===== config.mk =====
export PLATFORM = sky130hd
export DESIGN_NAME = buf_cc_pair
export DESIGN_NICKNAME = d
export VERILOG_FILES = /design/src/rtl/cc_pkg.sv /design/src/rtl/cc_rst_sync.sv /design/src/rtl/cc_ctrl_reg.sv /design/src/rtl/cc_slot.sv /design/src/rtl/buf_cc_pair.sv
export SDC_FILE = /design/constraint.sdc
export NUM_CORES = 1
export LEC_CHECK = 0
export BUFFER_PORTS_ARGS = -buffer_cell sky130_fd_sc_hd__buf_2
export CAP_MARGIN = 10
export CORE_MARGIN = 2
export CORE_UTILIZATION = 60
export DETAILED_ROUTE_END_ITERATION = 16
export PLACE_DENSITY_LB_ADDON = 0.3
export REMOVE_ABC_BUFFERS = 1
export SETUP_SLACK_MARGIN = 0.02
export SYNTH_ARGS = -nofsm -noshare
export SYNTH_HDL_FRONTEND = slang
export SYNTH_SLANG_ARGS = --single-unit

===== constraint.sdc =====
create_clock -name clk -period 2.85 [get_ports clk]
set_input_delay 0.1425 -clock clk [delete_from_list [all_inputs] [get_ports clk]]
set_output_delay 0.1425 -clock clk [all_outputs]
set_load 0.02 [all_outputs]

===== src/rtl/cc_pkg.sv =====
package cc_pkg;
  localparam int NSLOT      = 2;
  localparam int FIELD_W    = 6;
  localparam int FLD_STRIDE = 8;
  localparam int CTRL_W     = 16;
  localparam int AW         = 3;
  localparam logic [AW-1:0] ADDR_CTRL = '0;

  typedef struct packed {
    logic       evt_en;
    logic       buf_en;
    logic       link_en;
    logic       cmp_sel;
    logic [1:0] tsel;
  } slot_cfg_t;
endpackage


===== src/rtl/cc_rst_sync.sv =====
module cc_rst_sync (
  input  logic clk,
  input  logic rst_n,
  output logic srst_n
);
  logic [1:0] sync_q;

  always_ff @(posedge clk or negedge rst_n) begin
    if (!rst_n) sync_q <= '0;
    else        sync_q <= {sync_q[0], 1'b1};
  end

  assign srst_n = sync_q[1];
endmodule


===== src/rtl/cc_ctrl_reg.sv =====
module cc_ctrl_reg
  import cc_pkg::*;
(
  input  logic                         clk,
  input  logic                         rst_n,
  input  logic                         wr_en,
  input  logic [CTRL_W-1:0]            wdata,
  output slot_cfg_t [NSLOT-1:0]        cfg_o,
  output logic [CTRL_W-1:0]            word_o
);
  slot_cfg_t [NSLOT-1:0] cfg_q, cfg_n;

  always_comb begin
    cfg_n = cfg_q;
    if (wr_en) begin
      for (int k = 0; k < NSLOT; k++) begin
        cfg_n[k] = slot_cfg_t'(wdata[k*FLD_STRIDE +: FIELD_W]);
      end
    end
  end

  always_ff @(posedge clk or negedge rst_n) begin
    if (!rst_n) cfg_q <= '0;
    else        cfg_q <= cfg_n;
  end

  always_comb begin
    word_o = '0;
    for (int k = 0; k < NSLOT; k++) begin
      word_o[k*FLD_STRIDE +: FIELD_W] = cfg_q[k];
    end
  end

  assign cfg_o = cfg_q;
endmodule


===== src/rtl/cc_slot.sv =====
module cc_slot
  import cc_pkg::*;
#(
  parameter int TW = 16
) (
  input  logic          clk,
  input  logic          rst_n,
  input  slot_cfg_t     cfg,
  input  logic [TW-1:0] tmr_a,
  input  logic [TW-1:0] tmr_b,
  input  logic          evt,
  input  logic          xfer,
  input  logic          wr_sub,
  input  logic [TW-1:0] wdata,
  input  logic          rd_main,
  output logic [TW-1:0] sub_o,
  output logic [TW-1:0] main_o,
  output logic          match_o,
  output logic          lock_o,
  output logic          defer_o
);
  logic [TW-1:0] sub_q, sub_n, main_q, main_n;
  logic          lock_q, lock_n, defer_q, defer_n;
  logic          pend_q, pend_n, prime_q, prime_n, match_q;
  logic [TW-1:0] sel_t;
  logic          eq, cap_req, xfer_go;

  assign sel_t   = (cfg.tsel == 2'd0) ? tmr_a : tmr_b;
  assign eq      = cfg.cmp_sel && (sel_t == main_q);
  assign cap_req = !cfg.cmp_sel && ((cfg.evt_en && evt) || defer_q);
  assign xfer_go = cfg.cmp_sel && cfg.buf_en &&
                   ((cfg.link_en ? xfer : eq) || (prime_q && eq));

  always_comb begin
    sub_n   = sub_q;
    main_n  = main_q;
    lock_n  = lock_q;
    defer_n = 1'b0;
    pend_n  = 1'b0;
    prime_n = prime_q;
    if (!cfg.cmp_sel) begin
      prime_n = 1'b1;
      if (rd_main) begin
        lock_n  = 1'b0;
        defer_n = cap_req;
        if (cfg.buf_en) main_n = sub_q;
      end else if (cap_req) begin
        if (cfg.buf_en) begin
          sub_n = sel_t;
        end else if (!lock_q) begin
          sub_n  = tmr_a;
          main_n = tmr_b;
          lock_n = 1'b1;
        end
      end
    end else begin
      lock_n = 1'b0;
      if (!cfg.buf_en) begin
        prime_n = 1'b1;
        if (pend_q) main_n = sub_q;
        if (wr_sub) begin
          sub_n  = wdata;
          pend_n = 1'b1;
        end
      end else begin
        if (wr_sub) sub_n = wdata;
        if (xfer_go) begin
          main_n  = sub_q;
          prime_n = 1'b0;
        end
      end
    end
  end

  always_ff @(posedge clk or negedge rst_n) begin
    if (!rst_n) begin
      sub_q   <= '0;
      main_q  <= '0;
      lock_q  <= 1'b0;
      defer_q <= 1'b0;
      pend_q  <= 1'b0;
      prime_q <= 1'b1;
      match_q <= 1'b0;
    end else begin
      sub_q   <= sub_n;
      main_q  <= main_n;
      lock_q  <= lock_n;
      defer_q <= defer_n;
      pend_q  <= pend_n;
      prime_q <= prime_n;
      match_q <= eq;
    end
  end

  assign sub_o   = sub_q;
  assign main_o  = main_q;
  assign match_o = match_q;
  assign lock_o  = lock_q;
  assign defer_o = defer_q;
endmodule


===== src/rtl/buf_cc_pair.sv =====
module buf_cc_pair
  import cc_pkg::*;
#(
  parameter int TW = 16
) (
  input  logic          clk,
  input  logic          rst_n,
  input  logic [TW-1:0] tmr_a_i,
  input  logic [TW-1:0] tmr_b_i,
  input  logic [1:0]    evt_i,
  input  logic          xfer_i,
  input  logic          cpu_wr_i,
  input  logic          cpu_rd_i,
  input  logic [AW-1:0] cpu_addr_i,
  input  logic [TW-1:0] cpu_wdata_i,
  output logic [TW-1:0] cpu_rdata_o,
  output logic [1:0]    match_o
);
  logic                          srst_n;
  slot_cfg_t [NSLOT-1:0]         cfg_v;
  logic [CTRL_W-1:0]             ctrl_word;
  logic [NSLOT-1:0][TW-1:0]      sub_v, main_v;
  logic [NSLOT-1:0]              wr_sub, rd_main, lock_v, defer_v;

  cc_rst_sync u_rst (
    .clk    (clk),
    .rst_n  (rst_n),
    .srst_n (srst_n)
  );

  cc_ctrl_reg u_ctrl (
    .clk    (clk),
    .rst_n  (srst_n),
    .wr_en  (cpu_wr_i && (cpu_addr_i == ADDR_CTRL)),
    .wdata  (cpu_wdata_i[CTRL_W-1:0]),
    .cfg_o  (cfg_v),
    .word_o (ctrl_word)
  );

  for (genvar k = 0; k < NSLOT; k++) begin : g_slot
    localparam logic [AW-1:0] SUB_A  = AW'(2*k+1);
    localparam logic [AW-1:0] MAIN_A = AW'(2*k+2);

    assign wr_sub[k]  = cpu_wr_i && (cpu_addr_i == SUB_A);
    assign rd_main[k] = cpu_rd_i && (cpu_addr_i == MAIN_A);

    cc_slot #(.TW(TW)) u_slot (
      .clk     (clk),
      .rst_n   (srst_n),
      .cfg     (cfg_v[k]),
      .tmr_a   (tmr_a_i),
      .tmr_b   (tmr_b_i),
      .evt     (evt_i[k]),
      .xfer    (xfer_i),
      .wr_sub  (wr_sub[k]),
      .wdata   (cpu_wdata_i),
      .rd_main (rd_main[k]),
      .sub_o   (sub_v[k]),
      .main_o  (main_v[k]),
      .match_o (match_o[k]),
      .lock_o  (lock_v[k]),
      .defer_o (defer_v[k])
    );
  end

  always_comb begin
    cpu_rdata_o = '0;
    if (cpu_addr_i == ADDR_CTRL) cpu_rdata_o = TW'(ctrl_word);
    for (int k = 0; k < NSLOT; k++) begin
      if (cpu_addr_i == AW'(2*k+1)) cpu_rdata_o = sub_v[k];
      if (cpu_addr_i == AW'(2*k+2)) cpu_rdata_o = main_v[k];
    end
  end
endmodule


==> results of run 1 <==
-- stage by stage --
stage               TNS, ns  total power [uW]  cell area (sq um)  hold slack [ns]
floorplan            -40.14              4209               6226          -0.1531
detailed placement        0              5139               7077         -0.06666
finish                    0              6060               7288          0.01192
CTS                       0              5981               7268        0.0006699
global route              0              6384               7288          0.02244
global placement          0              4991               7077         -0.07312
-- sequential cells by signal, indices dropped and copies added (netlist names) --
| signal | cells |
|---|---|
| g_slot.u_slot.defer_o | 2 |
| g_slot.u_slot.lock_o | 2 |
| g_slot.u_slot.main_o | 32 |
| g_slot.u_slot.match_o | 2 |
| g_slot.u_slot.pend_q | 2 |
| g_slot.u_slot.prime_q | 2 |
| g_slot.u_slot.sub_o | 32 |
| u_ctrl.cfg_o | 12 |
| u_rst.sync_q | 2 |
-- power by group --
part	switching (uW)	internal (uW)	leakage, uW
Clock	507	344	0.0000926
Combinational	1460	1380	0.00207
Sequential	642	1740	0.00108
-- cells by family (layout without fill, tap and decap cells) --
kind of cell,count (synthesis),count (layout),share of synthesized area
xor+xnor,34,34,0.04561
simple gates,248,248,0.1824
mux,110,110,0.2112
compound gates,164,164,0.1629
other cells,1,1,0.0005744
flops,88,88,0.3377
buf+inv,92,149,0.05960
-- layer usage --
layer | share of wire | vias up
li1 | - | 2735
met1 | 0.39 | 2986
met2 | 0.47 | 399
met3 | 0.10 | 86
met4 | 0.039 | 0
met5 | 0 | -
-- cell type report --
class	count	area, sq um	area share
Clock inverter	6	43.79	0.006009
Tap cell	140	175.2	0.02403
Timing Repair Buffer	110	665.6	0.09133
Inverter	23	86.33	0.01185
Clock buffer	10	137.6	0.01888
Multi-Input combinational cell	557	3971	0.5449
Sequential cell	88	2208	0.3030
-- placed cells by master, fill, tap and decap left out, types with 17 or more instances in the layout --
| cell | instances |
|---|---|
| o211ai_1 | 17 |
| inv_1 | 23 |
| dfrtp_1 | 85 |
| mux2_2 | 52 |
| mux2i_1 | 35 |
| nand2_1 | 113 |
| o21ai_0 | 53 |
| buf_2 | 75 |
| xor2_1 | 17 |
| nor2b_1 | 17 |
| a21oi_1 | 42 |
| nor3_1 | 23 |
| buf_4 | 32 |
| nand3_1 | 50 |
| xnor2_1 | 17 |
-- timing repair --
action | in CTS | in global routing
endpoints found under the hold margin | 2 | 0
hold buffers | 1 | 0
buffers inserted | 0 | 1
endpoints found under the setup margin | 0 | 16
-- worst max-delay path by stage --
| stage | end | slack, ns |
|---|---|---|
| 2_1_floorplan | g_slot[1].u_slot.main_o[0]$_DFFE_PN0P_ | -1.89 |
| 3_3_place_gp | g_slot[0].u_slot.main_o[2]$_DFFE_PN0P_ | 0.09 |
| 3_5_place_dp | g_slot[0].u_slot.main_o[2]$_DFFE_PN0P_ | 0.07 |
| 4_1_cts | g_slot[0].u_slot.main_o[2]$_DFFE_PN0P_ | 0.05 |
| 5_1_grt | g_slot[0].u_slot.main_o[14]$_DFFE_PN0P_ | 0.16 |
| 6_report | g_slot[0].u_slot.main_o[1]$_DFFE_PN0P_ | 0.28 |
-- worst register-to-register path, cell delays in order, from the launching register on --
cell	delay, ns
dfrtp_1	0.45
or2_1	0.26
buf_4	0.21
a2111oi_2	0.34
nor2_1	0.12
nor4b_4	0.38
a41oi_4	0.19
buf_12	0.21
mux2_4	0.31
==> qor.yml, run 1 <==
use_met1: 0.4624
synthCells: 737
grt_pass1_wl_microns: 31540
cts.repair.resized: 0
met2_usage: 0.5759
drt_first_pass_iters: 6
dp_slack_ns: 0.06884
worstPathArrival_ns: 2.85
grt_pass1_vias: 6056
ant_nets: 0
path_buf_inv: 2
avgSynthCellArea_sq_um: 8.859
cp_max_fo: 17
antenna_cells: 0
final-hold-violation-count: 0
fmax_ghz: 0.3886
layoutNonFillerInstCount: 934
die_w_microns: 108.3
vias_per_cell: 6.645
layout_setup_ws_ns: 0.2764
start_util: 0.6076
crit_path_start_kind: "register"
synthTopCellsByCount: "nand2_1 (113), dfrtp_1 (86), o21ai_0 (53)"
cts.htree.levels: 3
cts_tree: "yes"
clk_latency_ns: 0.39
crit_start: "u_ctrl.cfg_o[1]$_DFFE_PN0P_"
ys.flop_type: "dfrtp_1"
synth-seq-area-share: 0.3377
ys_async_sr_fraction: 1.000
cp.required_ns: 3.13
finalSetupViolCount: 0
synth.distinct_cells: 55
status: "completed"
busiest_layer: "met2"
p_leak_uw: 0.003243
synth.most_common_cell: "nand2_1"
fillers: 882
core-area_sq_um: 10750
worstHoldEndpoint: "u_ctrl.cfg_o[10]$_DFFE_PN0P_"
clk_pin_slew_ns: 0.09
die_area_sq_um: 11730
synth_top_area_frac: 0.3296
layout-drive-gt1-share: 0.2758
synth.area.top_cells: "dfrtp_1 (33%), mux2_2 (9.0%), nand2_1 (6.5%)"
cts_root_buffer: "clkbuf_8"
globalplace.congestion: 0.9860
crit_family: "simple AND/OR/NAND/NOR gates"
fin_crit_sh: 0.9030
synth.ff_latch_count: 88
clk_path_buf_depth: 2
grt_usage: 0.3597
gr-total-overflow: 0
r2r_slack_ns: 0.28
place_hpwl_microns: 14200
drt_drc_violations_left: 0
synth_warnings: 0
antenna_found_initial: 0
syn-cell-area_sq_um: 6529
io_pins: 76
worst_slew_pin_slew_ns: 0.8136
crit_path_max_incr_delay_ns: 0.45
drt_iter0_markers: 584
dp.cells: 916
final_util: 0.6783
r2r_cells: 8
synth_edf_count: 0
cp.depth: 8
min_delay_path_depth: 3
die_h_microns: 108.3
worstSetupPathType: "register to register"
drv_cap: 0
route.vias.total: 6206
cellPowerDensity_nw_per_um2: 831.5
grt_use_met3: 0.08077
wire_per_inst_microns: 22.11
ir_drop_v: 0.0004513
rr_startpoint: "u_ctrl.cfg_o[1]$_DFFE_PN0P_"
max-slew-margin-rel: 0.4576
finalNetCount: 847
place.port_buffers: 75
hp-start: "cpu_wdata_i[12]"
cp_cell_sequence: "or2_1 > buf_4 > a2111oi_2 > nor2_1 > nor4b_4 > a41oi_4 > buf_12 > mux2_4"
numCtsBuffers: 9
min-delay-path-class: "input port to register"
yosys.area.top_type: "dfrtp_1"
rows: 38
slowest_stage: "dfrtp_1"
grt_max_degree: 57
drt_wl_total_microns: 20650
grt_setup_unrepaired: "false"
cp-end-kind: "register"
worst_r2r_endpoint: "g_slot[0].u_slot.main_o[1]$_DFFE_PN0P_"
period_needed_ns: 2.574
slew_viol_final: 0
skew_ns: 0.01166
area_growth_pct: 11.63
clock_sinks: 88
Note: power is estimated with default switching activity, not from simulation.
==> run 2, diff against run 1 <==
--- a/config.mk
+++ b/config.mk
@@ -10,6 +10,7 @@
 export CORE_MARGIN = 2
 export CORE_UTILIZATION = 60
 export DETAILED_ROUTE_END_ITERATION = 16
+export GPL_TIMING_DRIVEN = 0
 export PLACE_DENSITY_LB_ADDON = 0.3
 export REMOVE_ABC_BUFFERS = 1
 export SETUP_SLACK_MARGIN = 0.02
==> run 2 against run 1 <==
  * Clock power rose by 20%
  * Global-route usage rose by 0.40 points
  * Combinational power rose by 2%
  * Clock skew is 0.0020 ns higher
  * Routed wire length grew 2.0%
  * Final cell count is 2.0% lower
  * Non-clock buffer count down 21
  * Clock-buffer cell count grew 1
  * Sequential share of layout area shrank 0.37 points
  * Highest routed layer unchanged
  * Setup slack lost 0.15 ns
  * Sequential power increased by 2%
  * Sequential cell count did not move
==> qor.yml, run 2 (synthesized netlist as in run 1, its figures left out) <==
gr-total-overflow: 0
cellPowerDensity_nw_per_um2: 859.0
slowest_stage: "dfrtp_1"
core-area_sq_um: 10750
placed_cell_area_sq_um: 7067
p_total_uw: 6338
clk_pin_slew_ns: 0.09
r2r_cells: 7
io_pins: 76
crit_path_start_kind: "register"
period_needed_ns: 2.722
die_area_sq_um: 11730
grt_max_degree: 55
grt_setup_unrepaired: "false"
fmax_ghz: 0.3674
die_w_microns: 108.3
drt_wl_total_microns: 21060
antenna_found_initial: 0
wire_per_inst_microns: 23.01
place.port_buffers: 75
cp.required_ns: 3.13
p_leak_uw: 0.003238
cts_root_buffer: "clkbuf_8"
clk_path_buf_depth: 2
slew_viol_final: 0
worst_r2r_endpoint: "g_slot[0].u_slot.main_o[15]$_DFFE_PN0P_"
rows: 38
place_hpwl_microns: 13620
rr_startpoint: "u_ctrl.cfg_o[0]$_DFFE_PN0P_"
clock_sinks: 88
ir_drop_v: 0.0004459
final_common_cell: "nand2_1"
finalSetupViolCount: 0
grt_usage: 0.3637
min_delay_path_depth: 2
route.vias.total: 6212
worstSetupPathType: "register to register"
area_growth_pct: 13.01
worst_slew_pin_slew_ns: 1.238
die_h_microns: 108.3
layout-drive-gt1-share: 0.2645
cts_tree: "yes"
worstPathArrival_ns: 3.00
grt_pass1_vias: 6120
cp-end-kind: "register"
min-delay-path-class: "input port to register"
stdcell_area_sq_um: 7378
status: "completed"
worstHoldEndpoint: "u_ctrl.cfg_o[6]$_DFFE_PN0P_"
numCtsBuffers: 9
ant_nets: 0
fin_crit_sh: 0.9550
r2r_slack_ns: 0.13
finalNetCount: 828
hp-start: "cpu_wdata_i[8]"
final_cell_mix: "nand2_1 (112), dfrtp_1 (85), buf_2 (75)"
vias_per_cell: 6.789
drt_first_pass_iters: 5
drt_drc_violations_left: 0
drv_cap: 0
final-hold-violation-count: 0
grt_pass1_wl_microns: 32200
crit_start: "u_ctrl.cfg_o[0]$_DFFE_PN0P_"
tns_ns: 0
globalplace.congestion: 0.9455
antenna_cells: 0
drt_iter0_markers: 800
crit_path_max_incr_delay_ns: 0.51
cp_max_fo: 13
cp_cell_sequence: "or2_4 > a2111oi_2 > nor2_1 > nor4b_4 > a41oi_4 > buf_12 > mux2_4"
cts.htree.levels: 3
clk_latency_ns: 0.39
skew_ns: 0.01370
start_util: 0.6076
max-slew-margin-rel: 0.1724
## run 2: cell count changes in the layout (fill, tap and decap cells not counted), sizes merged
cell / delta
buf: -21
clkinv: -3
bufinv: +2
a21boi: +1
clkbuf: +1
clkinvlp: +1
inv: -1
or2: +1
## run 2: cell type report
cell class / count / area (sq um)
multi-input cells: 559 / 4029
fillers: 859 / 3367
flip-flops and latches: 88 / 2208
repair buffers: 89 / 658.1
well taps: 140 / 175.2
clock buffers: 11 / 141.4
inverters: 23 / 86.33
clock inverters: 5 / 80.08
## run 2: critical path: cells and delay by family, from the launching register on
| family | cells | cell delay, ns |
|---|---|---|
| flip-flops | 1 | 0.51 |
| AND/OR/NAND/NOR | 3 | 0.99 |
| multiplexers | 1 | 0.30 |
| AO/OA/AOI/OAI | 2 | 0.57 |
| buffers and inverters | 1 | 0.21 |
## run 2: report_power, final
part | internal (uW) | leakage, uW | switching, uW
registers | 1730 | 0.00108 | 685
logic | 1430 | 0.00205 | 1480
clock network | 517 | 0.000106 | 501
## run 2: what timing repair did
| item | in CTS | in global routing |
|---|---|---|
| hold endpoints to repair | 2 | 0 |
| hold buffers | 1 | 0 |
| pin swaps | 1 | 2 |
| endpoints found under the setup margin | 51 | 13 |
| setup buffers | 2 | 0 |
| gates resized for setup | 5 | 2 |
| cloned | 0 | 2 |
## run 2: metrics by stage
step | hold WS, ns | util | cells | worst slack (ns)
after floorplan | -0.1531 | - | 668 | -1.894
after global placement | -0.07272 | 0.6306 | 883 | -4.516
after detailed placement | -0.07180 | 0.6577 | 894 | -0.7779
after CTS | 0.01308 | 0.6841 | 913 | 0.1429
after global routing | 0.02915 | 0.6867 | 915 | 0.03321
final | 0.01099 | 0.6867 | 915 | 0.1282
## run 2: how the worst max path moves through the flow
stage / endpoint / slack [ns] / depth (start not counted)
2_1_floorplan: g_slot[1].u_slot.main_o[0]$_DFFE_PN0P_ / -1.89 / 5
3_3_place_gp: g_slot[1].u_slot.main_o[11]$_DFFE_PN0P_ / -4.52 / 6
3_5_place_dp: g_slot[0].u_slot.main_o[12]$_DFFE_PN0P_ / -0.78 / 6
4_1_cts: g_slot[0].u_slot.sub_o[7]$_DFFE_PN0P_ / 0.14 / 5
5_1_grt: g_slot[0].u_slot.main_o[15]$_DFFE_PN0P_ / 0.03 / 7
6_report: g_slot[0].u_slot.main_o[15]$_DFFE_PN0P_ / 0.13 / 7
## run 2: metal layers
metal	vias to the layer above	global-route usage	share of wire
li1	2701	-	-
met1	3015	0.4812	0.39
met2	408	0.5755	0.46
met3	88	0.06691	0.11
met4	0	0.1795	0.043
met5	-	0	0
==> run 3, diff against run 2 <==
--- a/config.mk
+++ b/config.mk
@@ -11,6 +11,7 @@
 export CORE_UTILIZATION = 60
 export DETAILED_ROUTE_END_ITERATION = 16
 export GPL_TIMING_DRIVEN = 0
+export MAX_ROUTING_LAYER = met4
 export PLACE_DENSITY_LB_ADDON = 0.3
 export REMOVE_ABC_BUFFERS = 1
 export SETUP_SLACK_MARGIN = 0.02
==> run 3 against run 2 <==
  * Final cell count down 0.11%
  * Routed wire length fell by 1.3%
  * Register-to-register slack worse by 0.06 ns
  * Die area did not move
  * Worst hold slack gained 0.0025 ns
  * Clock-buffer cell count grew 2
  * Via count decreased by 1.8%
==> qor.yml, run 3 (synthesized netlist as in run 1, its figures left out) <==
crit_path_max_incr_delay_ns: 0.91
r2r_cells: 5
cts.htree.levels: 3
hold_ws_ns: 0.01347
drt_first_pass_iters: 6
die_h_microns: 108.3
final_util: 0.6800
period_needed_ns: 2.794
worstPathArrival_ns: 3.01
globalplace.congestion: 0.9651
vias_per_cell: 6.677
cp.required_ns: 3.06
rr_startpoint: "u_ctrl.cfg_o[2]$_DFFE_PN0P_"
fin_crit_sh: 0.9802
numCtsBuffers: 9
min-delay-path-class: "input port to register"
cellPowerDensity_nw_per_um2: 839.5
path_buf_inv: 2
tns_ns: 0
clk_latency_ns: 0.39
grt_setup_unrepaired: "false"
cp-end-kind: "register"
worst_r2r_endpoint: "g_slot[0].u_slot.sub_o[10]$_DFFE_PN0P_"
r2r_slack_ns: 0.07
drt_wl_total_microns: 20780
hp-start: "cpu_wdata_i[11]"
clock_sinks: 88
max-slew-margin-rel: 0.1831
worstHoldEndpoint: "u_ctrl.cfg_o[9]$_DFFE_PN0P_"
status: "completed"
clk_pin_slew_ns: 0.10
final_cell_mix: "nand2_1 (112), dfrtp_1 (85), buf_2 (75)"
slowest_stage: "a21boi_2"
slew_viol_final: 0
finalSetupViolCount: 0
core-area_sq_um: 10750
cp_max_fo: 21
antenna_cells: 0
cp_cell_sequence: "buf_2 > nand2_1 > nor3_1 > nor2_2 > buf_8 > a21boi_2 > o21ai_0"
crit_family: "compound AO/OA/AOI/OAI gates"
p_leak_uw: 0.003204
fmax_ghz: 0.3580
place.port_buffers: 75
place_hpwl_microns: 13550
drt_drc_violations_left: 0
start_util: 0.6076
worst_slew_pin_slew_ns: 1.218
gr-total-overflow: 0
grt_pass1_vias: 6071
die_area_sq_um: 11730
drt_iter0_markers: 646
finalNetCount: 827
worstSetupPathType: "input port to register"
min_delay_path_depth: 2
drv_cap: 0
cts_root_buffer: "clkbuf_8"
area_growth_pct: 11.92
antenna_found_initial: 0
cts_tree: "yes"
final_common_cell: "nand2_1"
grt_max_degree: 55
layout_setup_ws_ns: 0.05631
clk_path_buf_depth: 2
grt_pass1_wl_microns: 32110
dp_slack_ns: -0.7713
layout-drive-gt1-share: 0.2623
route.vias.total: 6103
skew_ns: 0.02081
ir_drop_v: 0.0005037
crit_path_start_kind: "input port"
ant_nets: 0
grt_usage: 0.3717
die_w_microns: 108.3
rows: 38
wire_per_inst_microns: 22.74
final-hold-violation-count: 0
io_pins: 76
[run 3: cell count changes in the layout (fill, tap and decap cells not counted), sizes merged]
cell / before / now
or2: 7 / 6
clkinv: 1 / 2
bufinv: 2 / 0
clkbuf: 11 / 13
clkinvlp: 2 / 1
[run 3: layout make-up]
| cell class | count | area, sq um |
|---|---|---|
| clock inverters | 3 | 17.52 |
| repair buffers | 89 | 645.6 |
| inverters | 23 | 86.33 |
| fillers | 873 | 3438 |
| flip-flops and latches | 88 | 2208 |
| well taps | 140 | 175.2 |
| clock buffers | 13 | 158.9 |
| multi-input cells | 558 | 4015 |
[run 3: metal layers]
layer  GRT usage  routed length [microns]  up-vias
met3     0.05365                     2100       65
met4      0.1639                      656        0
met5           -                        0        -
met2      0.5782                     9704      391
met1      0.4861                     8323     2941
li1            -                        -     2706
[run 3: per-stage QoR]
stage | power (uW) | cell area (sq um) | std cells
3_5_place_dp | 5171 | 7054 | 894
2_1_floorplan | 4209 | 6226 | 668
4_1_cts | 6037 | 7293 | 913
5_1_grt | 6464 | 7307 | 914
3_3_place_gp | 4892 | 6777 | 883
6_report | 6135 | 7307 | 914
[run 3: what timing repair did]
item	CTS	global route
setup buffers	2	0
endpoints found under the setup margin	51	9
pin swaps	1	1
gates cloned	0	1
gates resized for setup	5	1
hold buffers	1	0
hold endpoints to repair	2	0
[run 3: worst max path at each step]
stage / startpoint / to / slack, ns / depth (start not counted)
2_1_floorplan: cpu_addr_i[0] / g_slot[1].u_slot.main_o[0]$_DFFE_PN0P_ / -1.89 / 5
3_3_place_gp: cpu_addr_i[2] / g_slot[1].u_slot.main_o[3]$_DFFE_PN0P_ / -4.57 / 6
3_5_place_dp: u_ctrl.cfg_o[0]$_DFFE_PN0P_ / g_slot[0].u_slot.main_o[11]$_DFFE_PN0P_ / -0.77 / 6
4_1_cts: u_ctrl.cfg_o[6]$_DFFE_PN0P_ / g_slot[1].u_slot.main_o[12]$_DFFE_PN0P_ / 0.17 / 6
5_1_grt: u_ctrl.cfg_o[6]$_DFFE_PN0P_ / g_slot[1].u_slot.main_o[9]$_DFFE_PN0P_ / 0.03 / 6
6_report: cpu_addr_i[1] / g_slot[0].u_slot.sub_o[10]$_DFFE_PN0P_ / 0.06 / 7
[run 3: where the power goes]
part           switching, uW  internal, uW
Clock                    484           364
Combinational           1450          1410
Sequential               691          1730
